`src/rtl/ckdiv_pkg.sv`:
```
package ckdiv_pkg;

    typedef enum logic [2:0] {
        BUSW_1 = 3'b001,
        BUSW_4 = 3'b010,
        BUSW_8 = 3'b100
    } bus_width_e;

    function automatic bus_width_e decode_width(input logic sel4, input logic sel8);
        if (sel8)
            return BUSW_8;
        else if (sel4)
            return BUSW_4;
        return BUSW_1;
    endfunction

endpackage

```
`src/rtl/ckdiv_width_dec.sv`:
```
module ckdiv_width_dec
    import ckdiv_pkg::*;
(
    input  logic       clk,
    input  logic       rst_n,
    input  logic       sel4,
    input  logic       sel8,
    output logic [2:0] width_oh
);

    typedef struct packed {
        bus_width_e width;
    } wd_state_t;

    wd_state_t st_d, st_q;

    always_comb begin
        st_d       = st_q;
        st_d.width = decode_width(sel4, sel8);
    end

    always_ff @(posedge clk or negedge rst_n) begin
        if (!rst_n)
            st_q <= '{width: BUSW_1};
        else
            st_q <= st_d;
    end

    assign width_oh = st_q.width;

endmodule

```
`src/rtl/ckdiv_core.sv`:
```
module ckdiv_core #(
    parameter int DIV_W = 10
) (
    input  logic             clk,
    input  logic             rst_n,
    input  logic [DIV_W-1:0] div_val,
    input  logic             stop,
    output logic             ck,
    output logic             rise,
    output logic             fall,
    output logic             bypass
);

    localparam logic [DIV_W-1:0] ONE = DIV_W'(1);

    typedef struct packed {
        logic             ck;
        logic [DIV_W-1:0] cnt;
        logic [DIV_W-1:0] div;
        logic             rise;
        logic             fall;
    } core_state_t;

    core_state_t st_d, st_q;

    always_comb begin
        st_d      = st_q;
        st_d.rise = 1'b0;
        st_d.fall = 1'b0;
        if (st_q.div == '0) begin
            // bypass: keep the divided clock parked, track the field
            st_d.ck  = 1'b0;
            st_d.cnt = '0;
            st_d.div = div_val;
        end else if (!st_q.ck && stop) begin
            // parked in a low phase: safe point to adopt a new value
            st_d.cnt = '0;
            st_d.div = div_val;
        end else if (st_q.cnt == st_q.div - ONE) begin
            st_d.cnt = '0;
            st_d.ck  = ~st_q.ck;
            if (st_q.ck) begin
                st_d.fall = 1'b1;
                st_d.div  = div_val;   // new low phase begins
            end else begin
                st_d.rise = 1'b1;
            end
        end else begin
            st_d.cnt = st_q.cnt + ONE;
        end
    end

    always_ff @(posedge clk or negedge rst_n) begin
        if (!rst_n)
            st_q <= '0;
        else
            st_q <= st_d;
    end

    assign ck     = st_q.ck;
    assign rise   = st_q.rise;
    assign fall   = st_q.fall;
    assign bypass = (st_q.div == '0);

endmodule

```
`src/rtl/ckdiv_byp_gate.sv`:
```
module ckdiv_byp_gate (
    input  logic clk,
    input  logic rst_n,
    input  logic enable,
    output logic gated_clk,
    output logic en_q
);

    logic en_d;

    always_comb en_d = enable;

    // enable updates only while the kernel clock is low
    always_ff @(negedge clk or negedge rst_n) begin
        if (!rst_n)
            en_q <= 1'b0;
        else
            en_q <= en_d;
    end

    assign gated_clk = clk & en_q;

endmodule

```
`src/rtl/sd_card_clk_div.sv`:
```
module sd_card_clk_div #(
    parameter int DIV_W = 10
) (
    input  logic             clk_ker,
    input  logic             rst_n,
    input  logic [DIV_W-1:0] div_val,
    input  logic             neg_edge,
    input  logic             width4_sel,
    input  logic             width8_sel,
    input  logic             pwr_save,
    input  logic             flow_en,
    input  logic             bus_busy,
    input  logic             stall,
    output logic             card_clk,
    output logic             launch_stb,
    output logic             sample_stb,
    output logic [2:0]       width_oh
);

    logic stop;
    logic div_ck, div_rise, div_fall, bypass;
    logic byp_clk, byp_en;

    assign stop = (pwr_save & ~bus_busy) | (flow_en & stall);

    ckdiv_core #(.DIV_W(DIV_W)) u_core (
        .clk    (clk_ker),
        .rst_n  (rst_n),
        .div_val(div_val),
        .stop   (stop),
        .ck     (div_ck),
        .rise   (div_rise),
        .fall   (div_fall),
        .bypass (bypass)
    );

    ckdiv_byp_gate u_byp (
        .clk      (clk_ker),
        .rst_n    (rst_n),
        .enable   (bypass & ~stop),
        .gated_clk(byp_clk),
        .en_q     (byp_en)
    );

    ckdiv_width_dec u_wdec (
        .clk     (clk_ker),
        .rst_n   (rst_n),
        .sel4    (width4_sel),
        .sel8    (width8_sel),
        .width_oh(width_oh)
    );

    always_comb begin
        if (bypass) begin
            card_clk   = byp_clk;
            launch_stb = byp_en;
            sample_stb = byp_en;
        end else begin
            card_clk   = div_ck;
            launch_stb = neg_edge ? div_fall : div_rise;
            sample_stb = neg_edge ? div_rise : div_fall;
        end
    end

endmodule

```
`config.mk`:
```
export PLATFORM = sky130hd
export DESIGN_NAME = sd_card_clk_div
export DESIGN_NICKNAME = d
export VERILOG_FILES = /design/src/rtl/ckdiv_pkg.sv /design/src/rtl/ckdiv_width_dec.sv /design/src/rtl/ckdiv_core.sv /design/src/rtl/ckdiv_byp_gate.sv /design/src/rtl/sd_card_clk_div.sv
export SDC_FILE = /design/constraint.sdc
export NUM_CORES = 1
export LEC_CHECK = 0
export ABC_CLOCK_PERIOD_IN_PS = 3500
export BUFFER_PORTS_ARGS = -buffer_cell sky130_fd_sc_hd__buf_2
export CAP_MARGIN = 10
export CORE_ASPECT_RATIO = 0.6
export CORE_MARGIN = 4
export CORE_UTILIZATION = 30
export CTS_BUF_LIST = sky130_fd_sc_hd__clkbuf_8
export DETAILED_ROUTE_END_ITERATION = 10
export GPL_TIMING_DRIVEN = 0
export PLACE_DENSITY = 0.54
export SYNTH_ARGS = -nofsm -noshare
export SYNTH_HDL_FRONTEND = slang
export SYNTH_HIERARCHICAL = 1
export SYNTH_SLANG_ARGS = --single-unit
```
`constraint.sdc`:
```
create_clock -name clk_ker -period 3.5 [get_ports clk_ker]
set_clock_uncertainty 0.1 [all_clocks]
set_input_delay 0.35 -clock clk_ker [delete_from_list [all_inputs] [get_ports clk_ker]]
set_output_delay 0.35 -clock clk_ker [all_outputs]
set_load 0.02 [all_outputs]
```
==> results.sh <==
export IMPL_pwr_share_seq_pct=38.5
export IMPL_slowest_delay_ns=0.35
export IMPL_fill_cells=470
export IMPL_r2r_slack_ns=0.12
export IMPL_synth_avg_cell_area_um2=10.4
export IMPL_multi_input_area_um2=811
export IMPL_io_pin_count=25
export IMPL_critPathSlowestCell="dfrtn_1"
export IMPL_dieArea_mm2=0.00625
export IMPL_powerDensity_mw_per_mm2=718
export IMPL_worstMarginPinSlew_ns=0.594
export IMPL_status="finished, final reports clean"
export IMPL_finalWirelength_mm=3.56
export IMPL_grt_pass1_vias=1256
export IMPL_drive_gt1_share_pct=30.4
export IMPL_final_common_cell="dfrtp_1"
export IMPL_p_clk_share_pct=22.2
export IMPL_p_leak_nw=0.862
export IMPL_viasPerCell=4.89
export IMPL_wire_per_inst_um=14.6
export IMPL_postSynthCellCount=145
export IMPL_hold_path_end="u_wdec/width_oh[1]"
export IMPL_final_cell_mix="dfrtp_1, buf_2, nor2_1"
export IMPL_gp_congestion=0.748
export IMPL_netlist_area_mm2=0.00151
export IMPL_ys_warnings_count=6
export IMPL_dp_hpwl_mm=2.54
export IMPL_endpoint_kind="output pin"
export IMPL_postRouteAntennaNets=0
export IMPL_seq_area_um2=677
export IMPL_fin_area_mm2=0.00187
export IMPL_n_antenna_cell=0
export IMPL_antenna_found_initial=0
export IMPL_critPathTopFamily="flip-flops"
export IMPL_crit_chain="and2_1 -> mux2_4 -> buf_6"
export IMPL_worst_slack_ns=0.0295
export IMPL_r2r_start="u_core/st_q[5]"
export IMPL_crit_type="register to output pin"
export IMPL_whs_ns=0.0330
export IMPL_ys_ff_latch=27
export IMPL_setup_viol=0
export IMPL_clkTransAtPathRegs_ns=0.09
export IMPL_power_frac_comb_pct=39.3
export IMPL_critPathArrivalTime_ns=3.02
export IMPL_die_h_um=62.9
export IMPL_p_int_w=0.000821
export IMPL_cp_num_cells=3
export IMPL_cp_required_ns=3.05
export IMPL_grt_pass1_wl_mm=5.87
export IMPL_synthesis_nets=166
export IMPL_start_kind="register"
export IMPL_slew_headroom_pct=60.4
export IMPL_drt_initial_drc_count=49
export IMPL_num_nets_final=203
export IMPL_power_total_w=0.00134
export IMPL_route_detailed_drc=0
export IMPL_track_usage_pct=12.1
export IMPL_synth_main_ff_cell="dfrtp_1"
export IMPL_num_vias=1194
export IMPL_ff2ff_path_depth=4
export IMPL_place_area_mm2=0.00171
export IMPL_max_cap_violations=0
export IMPL_start_util_pct=32.0
export IMPL_p_sw_w=0.000523
export IMPL_synth_cell_types=37
export IMPL_seq_area_frac_synth_pct=45.0
export IMPL_portBuffers=24
export IMPL_p_sw_share_pct=38.9
export IMPL_cts_tree="yes"
export IMPL_hold_class="input pin to register"
export IMPL_synth_edf_count=0
export IMPL_async_flop_share_pct=100
export IMPL_area_delta_synth_final_pct=24.4
export IMPL_ir_drop_mv=0.408
export IMPL_rows=19
export IMPL_hold_viol_final=0
export IMPL_clock_latency_ns=0.38
export IMPL_whs_path_depth=2
export IMPL_crit_fanout=2
export IMPL_coreArea_mm2=0.00471
export IMPL_grt_max_degree=28
export IMPL_firstDrtPassIters=4
export IMPL_rr_endpoint="u_byp/en_q"
export IMPL_critPathBufInv=1
export IMPL_grt_overflow=0
export IMPL_place_ws_ns=-0.257
export IMPL_fp_dieW_um=99.4
export IMPL_slew_violations=0
export IMPL_min_from="width8_sel"
## stage by stage
stage / util, % / std cells / TNS (ns)
2_1_floorplan: - / 145 / 0
3_3_place_gp: 36.3 / 232 / -0.240
3_5_place_dp: 36.3 / 232 / -0.257
4_1_cts: 39.0 / 241 / 0
5_1_grt: 39.8 / 244 / -0.0205
6_report: 39.8 / 244 / 0
## flip-flops by register name, summed over array words and instances, names as in the netlist
signal	flops
u_core/ck	1
u_core/fall	1
u_byp/en_q	1
u_wdec/width_oh	3
u_core/st_q	20
u_core/rise	1
## per-layer routing
| layer | up-vias | wire, um | global-route usage (%) |
|---|---|---|---|
| li1 | 577 | - | - |
| met1 | 569 | 1640 | 14.6 |
| met2 | 36 | 1660 | 19.2 |
| met3 | 12 | 181 | 4.24 |
| met4 | 0 | 79 | 5.62 |
| met5 | - | 0 | 0 |
## final cells by class
| class | instances | area share (%) |
|---|---|---|
| multi-input cells | 107 | 43.3 |
| flip-flops and latches | 27 | 36.2 |
| repair buffers | 29 | 8.96 |
| clock buffers | 7 | 5.01 |
| well taps | 63 | 4.21 |
| inverters | 6 | 1.20 |
| plain buffers | 4 | 0.869 |
| clock inverters | 1 | 0.267 |
## cells in the mapped netlist (4+ instances only)
cell       n  area share (%)
clkbuf_1   4             1.0
mux2_2    11             8.2
xor2_1     9             5.2
dfrtp_1   25              42
nor3_1     4             1.3
a21oi_1    5             1.7
nand3_1    5             1.7
nand2_1    6             1.5
nor2_1    17             4.2
inv_1      6             1.5
xnor2_1   10             5.8
## kinds of logic after synthesis
| kind of cell | count (synthesis) | share of synthesized area (%) |
|---|---|---|
| AOI/OAI and AO/OA | 20 | 10.9 |
| xor gates and xnor gates | 20 | 12.6 |
| buffers and inverters | 11 | 2.83 |
| adders and majority gates | 2 | 1.66 |
| and+or+nand+nor | 51 | 16.9 |
| DFF | 27 | 45.0 |
| muxes | 14 | 10.2 |
## worst max path at each step
stage	from	endpoint	slack, ns
final	u_byp/en_q	card_clk	0.03
after global placement	u_core/st_q[5]	u_byp/en_q	-0.24
after floorplan	u_core/st_q[5]	u_byp/en_q	0.03
after CTS	u_core/st_q[5]	u_byp/en_q	0.0006
after detailed placement	u_core/st_q[5]	u_byp/en_q	-0.26
after global routing	u_byp/en_q	card_clk	-0.02
## power groups by stage
stage / clock (W) / sequential, W / combinational [W]
floorplan: 0.0000139 / 0.000486 / 0.000408
global placement: 0.0000183 / 0.000513 / 0.000479
detailed placement: 0.0000183 / 0.000517 / 0.000506
CTS: 0.000299 / 0.000514 / 0.000519
global route: 0.000324 / 0.000532 / 0.000585
finish: 0.000298 / 0.000518 / 0.000529
## timing repair
action	in CTS	in global routing
pin swaps	1	1
hold buffers	3	0
hold endpoints to repair	26	0
resized for setup	2	4
endpoints found under the setup margin	1	3
setup buffers	0	3
Note: power is estimated with default switching activity, not from simulation.
